File: src/rtl/wdog_pkg.sv
package wdog_pkg;
  localparam int PSEL_W = 3;
  localparam int NCODE  = 1 << PSEL_W;

  typedef logic [PSEL_W-1:0] psel_t;

  typedef struct packed {
    logic  en;
    logic  toe;
    psel_t psel;
  } cfg_req_t;
endpackage

File: src/rtl/wdog_ctrl.sv
module wdog_ctrl
  import wdog_pkg::*;
#(
  parameter int WIN = 4
) (
  input  logic     clk,
  input  logic     rst_n,
  input  logic     wr,
  input  cfg_req_t req,
  output logic     en_q,
  output logic     toe_q,
  output psel_t    psel_q
);
  localparam int WIN_W = $clog2(WIN + 1);

  logic [WIN_W-1:0] win_cnt;

  always_ff @(posedge clk or negedge rst_n) begin
    if (!rst_n) begin
      en_q    <= 1'b0;
      toe_q   <= 1'b0;
      psel_q  <= '0;
      win_cnt <= '0;
    end else if (wr) begin
      psel_q <= req.psel;
      if (req.en) begin
        en_q <= 1'b1;
        if (req.toe) begin
          toe_q   <= 1'b1;
          win_cnt <= WIN_W'(WIN - 1);
        end else begin
          toe_q <= 1'b0;
        end
      end else begin
        if (req.toe && toe_q) begin
          en_q <= 1'b0;
        end
        toe_q <= 1'b0;
      end
    end else if (toe_q) begin
      if (win_cnt == '0) toe_q <= 1'b0;
      else               win_cnt <= win_cnt - 1'b1;
    end
  end

  assert_toe_rise_R7: assert property (@(posedge clk) disable iff (!rst_n)
    $rose(toe_q) |-> $past(wr && req.en && req.toe));

  assert_disable_window_R8: assert property (@(posedge clk) disable iff (!rst_n)
    $fell(en_q) |-> $past(wr && !req.en && req.toe && toe_q));

  assert_en_hold_R9: assert property (@(posedge clk) disable iff (!rst_n)
    (en_q && wr && !req.toe) |=> en_q);
endmodule

File: src/rtl/wdog_tap.sv
module wdog_tap
  import wdog_pkg::*;
#(
  parameter int BASE_EXP = 14,
  parameter int CNT_W    = BASE_EXP + NCODE - 1
) (
  input  logic [CNT_W-1:0] cnt,
  input  psel_t            psel,
  output logic             hit
);
  logic [NCODE-1:0] hits;

  for (genvar i = 0; i < NCODE; i++) begin : g_tap
    assign hits[i] = &cnt[BASE_EXP+i-1:0];
  end

  assign hit = hits[psel];
endmodule

File: src/rtl/wdog_count.sv
module wdog_count
  import wdog_pkg::*;
#(
  parameter int BASE_EXP = 14,
  parameter int CNT_W    = BASE_EXP + NCODE - 1
) (
  input  logic  clk,
  input  logic  rst_n,
  input  logic  run,
  input  logic  tick,
  input  logic  kick,
  input  psel_t psel,
  output logic  pulse
);
  logic [CNT_W-1:0] cnt;
  logic             hit;

  wdog_tap #(.BASE_EXP(BASE_EXP), .CNT_W(CNT_W)) u_tap (
    .cnt  (cnt),
    .psel (psel),
    .hit  (hit)
  );

  always_ff @(posedge clk or negedge rst_n) begin
    if (!rst_n) begin
      cnt   <= '0;
      pulse <= 1'b0;
    end else begin
      pulse <= run && !kick && tick && hit;
      if (!run || kick)  cnt <= '0;
      else if (tick) begin
        if (hit) cnt <= '0;
        else     cnt <= cnt + 1'b1;
      end
    end
  end

  assert_pulse_width_R4: assert property (@(posedge clk) disable iff (!rst_n)
    pulse |=> !pulse);

  assert_kick_clear_R5: assert property (@(posedge clk) disable iff (!rst_n)
    (run && kick) |=> (cnt == '0));

  assert_idle_hold_R3: assert property (@(posedge clk) disable iff (!rst_n)
    (run && !tick && !kick) |=> $stable(cnt));
endmodule

File: src/rtl/wdog_guard.sv
module wdog_guard
  import wdog_pkg::*;
#(
  parameter int BASE_EXP = 14,
  parameter int WIN      = 4
) (
  input  logic       clk,
  input  logic       rst_n,
  input  logic       slow_tick,
  input  logic       kick,
  input  logic       cfg_wr,
  input  logic       cfg_en,
  input  logic       cfg_toe,
  input  logic [2:0] cfg_psel,
  output logic       wd_rst,
  output logic       st_en,
  output logic       st_toe,
  output logic [2:0] st_psel
);
  localparam int CNT_W = BASE_EXP + NCODE - 1;

  cfg_req_t req;
  psel_t    psel_q;

  assign req.en   = cfg_en;
  assign req.toe  = cfg_toe;
  assign req.psel = cfg_psel;

  wdog_ctrl #(.WIN(WIN)) u_ctrl (
    .clk    (clk),
    .rst_n  (rst_n),
    .wr     (cfg_wr),
    .req    (req),
    .en_q   (st_en),
    .toe_q  (st_toe),
    .psel_q (psel_q)
  );

  wdog_count #(.BASE_EXP(BASE_EXP), .CNT_W(CNT_W)) u_count (
    .clk   (clk),
    .rst_n (rst_n),
    .run   (st_en),
    .tick  (slow_tick),
    .kick  (kick),
    .psel  (psel_q),
    .pulse (wd_rst)
  );

  assign st_psel = psel_q;

  assert_pulse_enabled_R6: assert property (@(posedge clk) disable iff (!rst_n)
    wd_rst |-> $past(st_en));

  assert_psel_load_R10: assert property (@(posedge clk) disable iff (!rst_n)
    cfg_wr |=> (st_psel == $past(cfg_psel)));
endmodule

File: config.mk
export PLATFORM = sky130hd
export DESIGN_NAME = wdog_guard
export DESIGN_NICKNAME = d
export VERILOG_FILES = /design/src/rtl/wdog_pkg.sv /design/src/rtl/wdog_ctrl.sv /design/src/rtl/wdog_tap.sv /design/src/rtl/wdog_count.sv /design/src/rtl/wdog_guard.sv
export SDC_FILE = /design/constraint.sdc
export NUM_CORES = 1
export LEC_CHECK = 0
export CAP_MARGIN = 20
export CORE_ASPECT_RATIO = 1.1
export CORE_MARGIN = 2
export CORE_UTILIZATION = 35
export CTS_CLUSTER_SIZE = 24
export DETAILED_ROUTE_END_ITERATION = 8
export GPL_TIMING_DRIVEN = 0
export PLACE_DENSITY = 0.64
export SYNTH_ARGS = -nofsm -noshare
export SYNTH_HDL_FRONTEND = slang
export SYNTH_SLANG_ARGS = --single-unit
File: constraint.sdc
create_clock -name clk -period 2.4 [get_ports clk]
set_input_delay 0.24 -clock clk [delete_from_list [all_inputs] [get_ports clk]]
set_output_delay 0.24 -clock clk [all_outputs]
set_load 0.02 [all_outputs]
==> flow_summary.yaml <==
status:
  status: "complete, but fails checks"
  violations: "negative hold slack, negative setup slack"
sta:
  hold_slack_ps: -6.40
  finalCriticalPeriod_ps: 2400
  drv_slew: 0
  finClkSkew_ps: 8.68
  worst_slack_ps: -4.26
  max_freq_ghz: 0.416
  rsz0062_at_grt: "true"
  period_share_pct: 100
  relSlewSlack_pct: 54.3
  finalHoldViolCount: 13
  finalSetupViolCount: 2
  worst_pin_slew_ps: 685
finish:
  fillers: 404
  multi_input_area_um2: 851
  stdcell_area_mm2: 0.00204
  drive_above_1_share_pct: 17.8
  diodes: 0
  area_delta_synth_final_pct: 27.1
  nets: 215
  register_area_um2: 751
synthesis:
  synth_fa_ha_area_share_pct: 3.12
  ys_ff_latch: 30
  synth_enable_flop_cells: 0
  synth-compound-area-share_pct: 19.3
  async_flop_share_pct: 100
  synth_top_area_share_pct: 46.8
  synth_top_flop_cell: "dfrtp_1"
  synth_xor_area_share_pct: 2.73
  yosysUniqueCellTypes: 36
  synth_area_mm2: 0.00160
  synth_simple_gate_area_share_pct: 22.1
  ys_warn_count: 0
  synth.mux.area_fraction_pct: 2.65
  synth.most_common_cell: "dfrtp_1"
  synthTopCellsByArea: "dfrtp_1 47%, nand2_1 6.1%, a22o_1 3.8%"
  synth_common_cells: "30 x dfrtp_1, 26 x nand2_1, 12 x nand3_1"
  synth_top_family_by_area: "simple AND/OR/NAND/NOR gates"
  syn_inst: 171
  synth_top_area_cell: "dfrtp_1"
  syn_area_per_cell_um2: 9.38
  synthesis.nets: 185
  yosysSeqAreaShare_pct: 46.8
worst_setup_path:
  path_cells: "ha_4, and3_4, nand4_1, nor2_1, ha_2, nand2b_4, a21oi_2, o21ai_2, a31oi_4, buf_6, a21o_1, a22o_1"
  cp-start-kind: "register"
  setup.worst_path.class: "register to register"
  endpoint_kind: "register"
  r2r-start: "u_count.cnt[1]"
  crit_required_ps: 2570
  r2r_slack_ps: -4
  crit_buf_inv: 1
  crit_family: "compound AO/OA/AOI/OAI gates"
  cp_slowest_cell: "dfrtp_1"
  slowest_delay_ps: 400
  critical_path.reg2reg.endpoint: "u_count.cnt[10]"
  critPathArrivalTime_ps: 2580
  reg2reg_depth: 12
  cp.depth: 12
  critPathMaxFanout: 5
global_route:
  grt_max_degree: 31
  overflow: 0
  grtUsageTotal_pct: 16.0
  grt_pass1_vias: 1309
  antenna_found_initial: 0
  grt_pass1_wl_mm: 6.00
floorplanning:
  coreArea_mm2: 0.00435
  rows: 25
  die_w_um: 68.5
  initial_core_util_pct: 36.9
  io_pins: 16
  fp.dieH_um: 75
  dieArea_mm2: 0.00514
placement:
  dpl.hpwl_mm: 2.30
  io_buffers: 14
  dpl_cell_area_mm2: 0.00181
  place_congestion: 0.799
  pre_cts_ws_ps: -394
pwr:
  internal_power_mw: 0.848
  vdd_drop_max_mv: 0.399
  comb_power_share_pct: 15.9
  power_frac_clock_pct: 36.3
  p_switching_mw: 0.312
  p_sw_share_pct: 26.9
  power_density_mw_per_mm2: 569
  p_leak_nw: 0.852
  seq_power_share_pct: 47.9
detailed_routing:
  ant_nets: 0
  drc: 0
  drt_pre_antenna_iters: 5
  via_count: 1394
  drt_iter0_markers: 117
  wire_per_inst_um: 14.3
  vias_per_cell: 5.45
  wirelength_mm: 3.66
clock_tree:
  insertion_delay_ps: 280
  htree_num_levels: 2
  cts_hold_buf: 0
  clockBufferDepth: 2
  clk_pin_slew_ps: 70
  cts_buffers: 5
  cts_tree: "built"
  clockRootBuffer: "clkbuf_8"
  cts_sinks: 30
hold_path:
  hold_class: "input pin to asynchronous set/reset pin"
flow_run:
  maxCapViolCount: 0
## cells by family (layout without fill, tap and decap cells)
family,after synthesis,count (layout)
buffers and inverters,13,44
xor gates and xnor gates,5,5
and+or+nand+nor,71,71
muxes,4,4
AOI/OAI and AO/OA,44,44
adders and majority gates,4,4
DFF,30,30
## power by group through the flow
| stage | Combinational (mW) | Sequential [mW] | Clock [mW] |
|---|---|---|---|
| 2_1_floorplan | 0.0817 | 0.570 | 0 |
| 3_3_place_gp | 0.154 | 0.564 | 0 |
| 3_5_place_dp | 0.154 | 0.564 | 0 |
| 4_1_cts | 0.178 | 0.554 | 0.430 |
| 5_1_grt | 0.203 | 0.559 | 0.455 |
| 6_report | 0.184 | 0.556 | 0.421 |
## layout by cell type (no fill, tap or decap), drive strengths merged
cell type / count
dfrtp: 30
nand2: 26
clkdlybuf4s50: 13
nand3: 13
buf: 13
nor2: 11
clkbuf: 11
o21ai: 10
a21oi: 9
a22o: 7
inv: 6
o311ai: 6
nand4: 4
nand2b: 4
ha: 4
a21o: 3
xnor2: 3
and3: 3
and4: 3
nor3b: 2
mux2: 2
xor2: 2
mux2i: 2
nor4: 2
a31oi: 2
nand3b: 1
a211o: 1
a21bo: 1
o41ai: 1
nor2b: 1
a31o: 1
or2: 1
o22ai: 1
o31a: 1
a22oi: 1
clkinv: 1
## through the flow
step	util, %	instances	power, mW	setup TNS, ps
after CTS	45.8	253	1.16	0
after global routing	46.9	256	1.22	-545
after global placement	41.7	239	0.718	-6420
final	46.9	256	1.16	-8.35
after detailed placement	41.6	239	0.718	-6930
after floorplan	-	171	0.652	0
## area by class of cell
cell class | count | share of cell area (%)
tap | 54 | 3.31
buffer | 7 | 2.58
timing repair buffer | 23 | 10.0
sequential | 30 | 36.8
inverter | 6 | 1.10
clock buffer | 7 | 4.23
multi-input combinational | 128 | 41.7
clock inverter | 1 | 0.245
## flip-flops by register name, summed over array words and instances, names as in the netlist
signal          count
u_count.cnt        21
u_ctrl.psel_q       3
u_ctrl.win_cnt      3
u_count.pulse       1
u_ctrl.en_q         1
u_ctrl.toe_q        1
## routing by layer
layer,up-vias,track usage (%),share of wire [%]
met5,-,0,0
met4,0,8.44,2.3
met3,8,4.19,4.4
met2,35,24.4,49
met1,667,20.7,45
li1,684,-,-
## worst max path at each step
stage	slack, ps	start	to
after floorplan	7	u_count.cnt[0]	u_count.cnt[5]
after global placement	-370	u_count.cnt[0]	u_count.cnt[9]
after detailed placement	-390	u_count.cnt[0]	u_count.cnt[18]
after CTS	7	u_count.cnt[1]	u_count.cnt[10]
after global routing	-110	u_count.cnt[1]	u_count.cnt[10]
final	-4	u_count.cnt[1]	u_count.cnt[10]
## what timing repair did
| action | in CTS | in global routing |
|---|---|---|
| pin swaps | 4 | 5 |
| gates resized for setup | 18 | 7 |
| setup buffers | 4 | 3 |
| setup endpoints to repair | 21 | 21 |
| cloned | 2 | 0 |
| endpoints found under the hold margin | 0 | 0 |
Power figures use the tool's default switching activity.
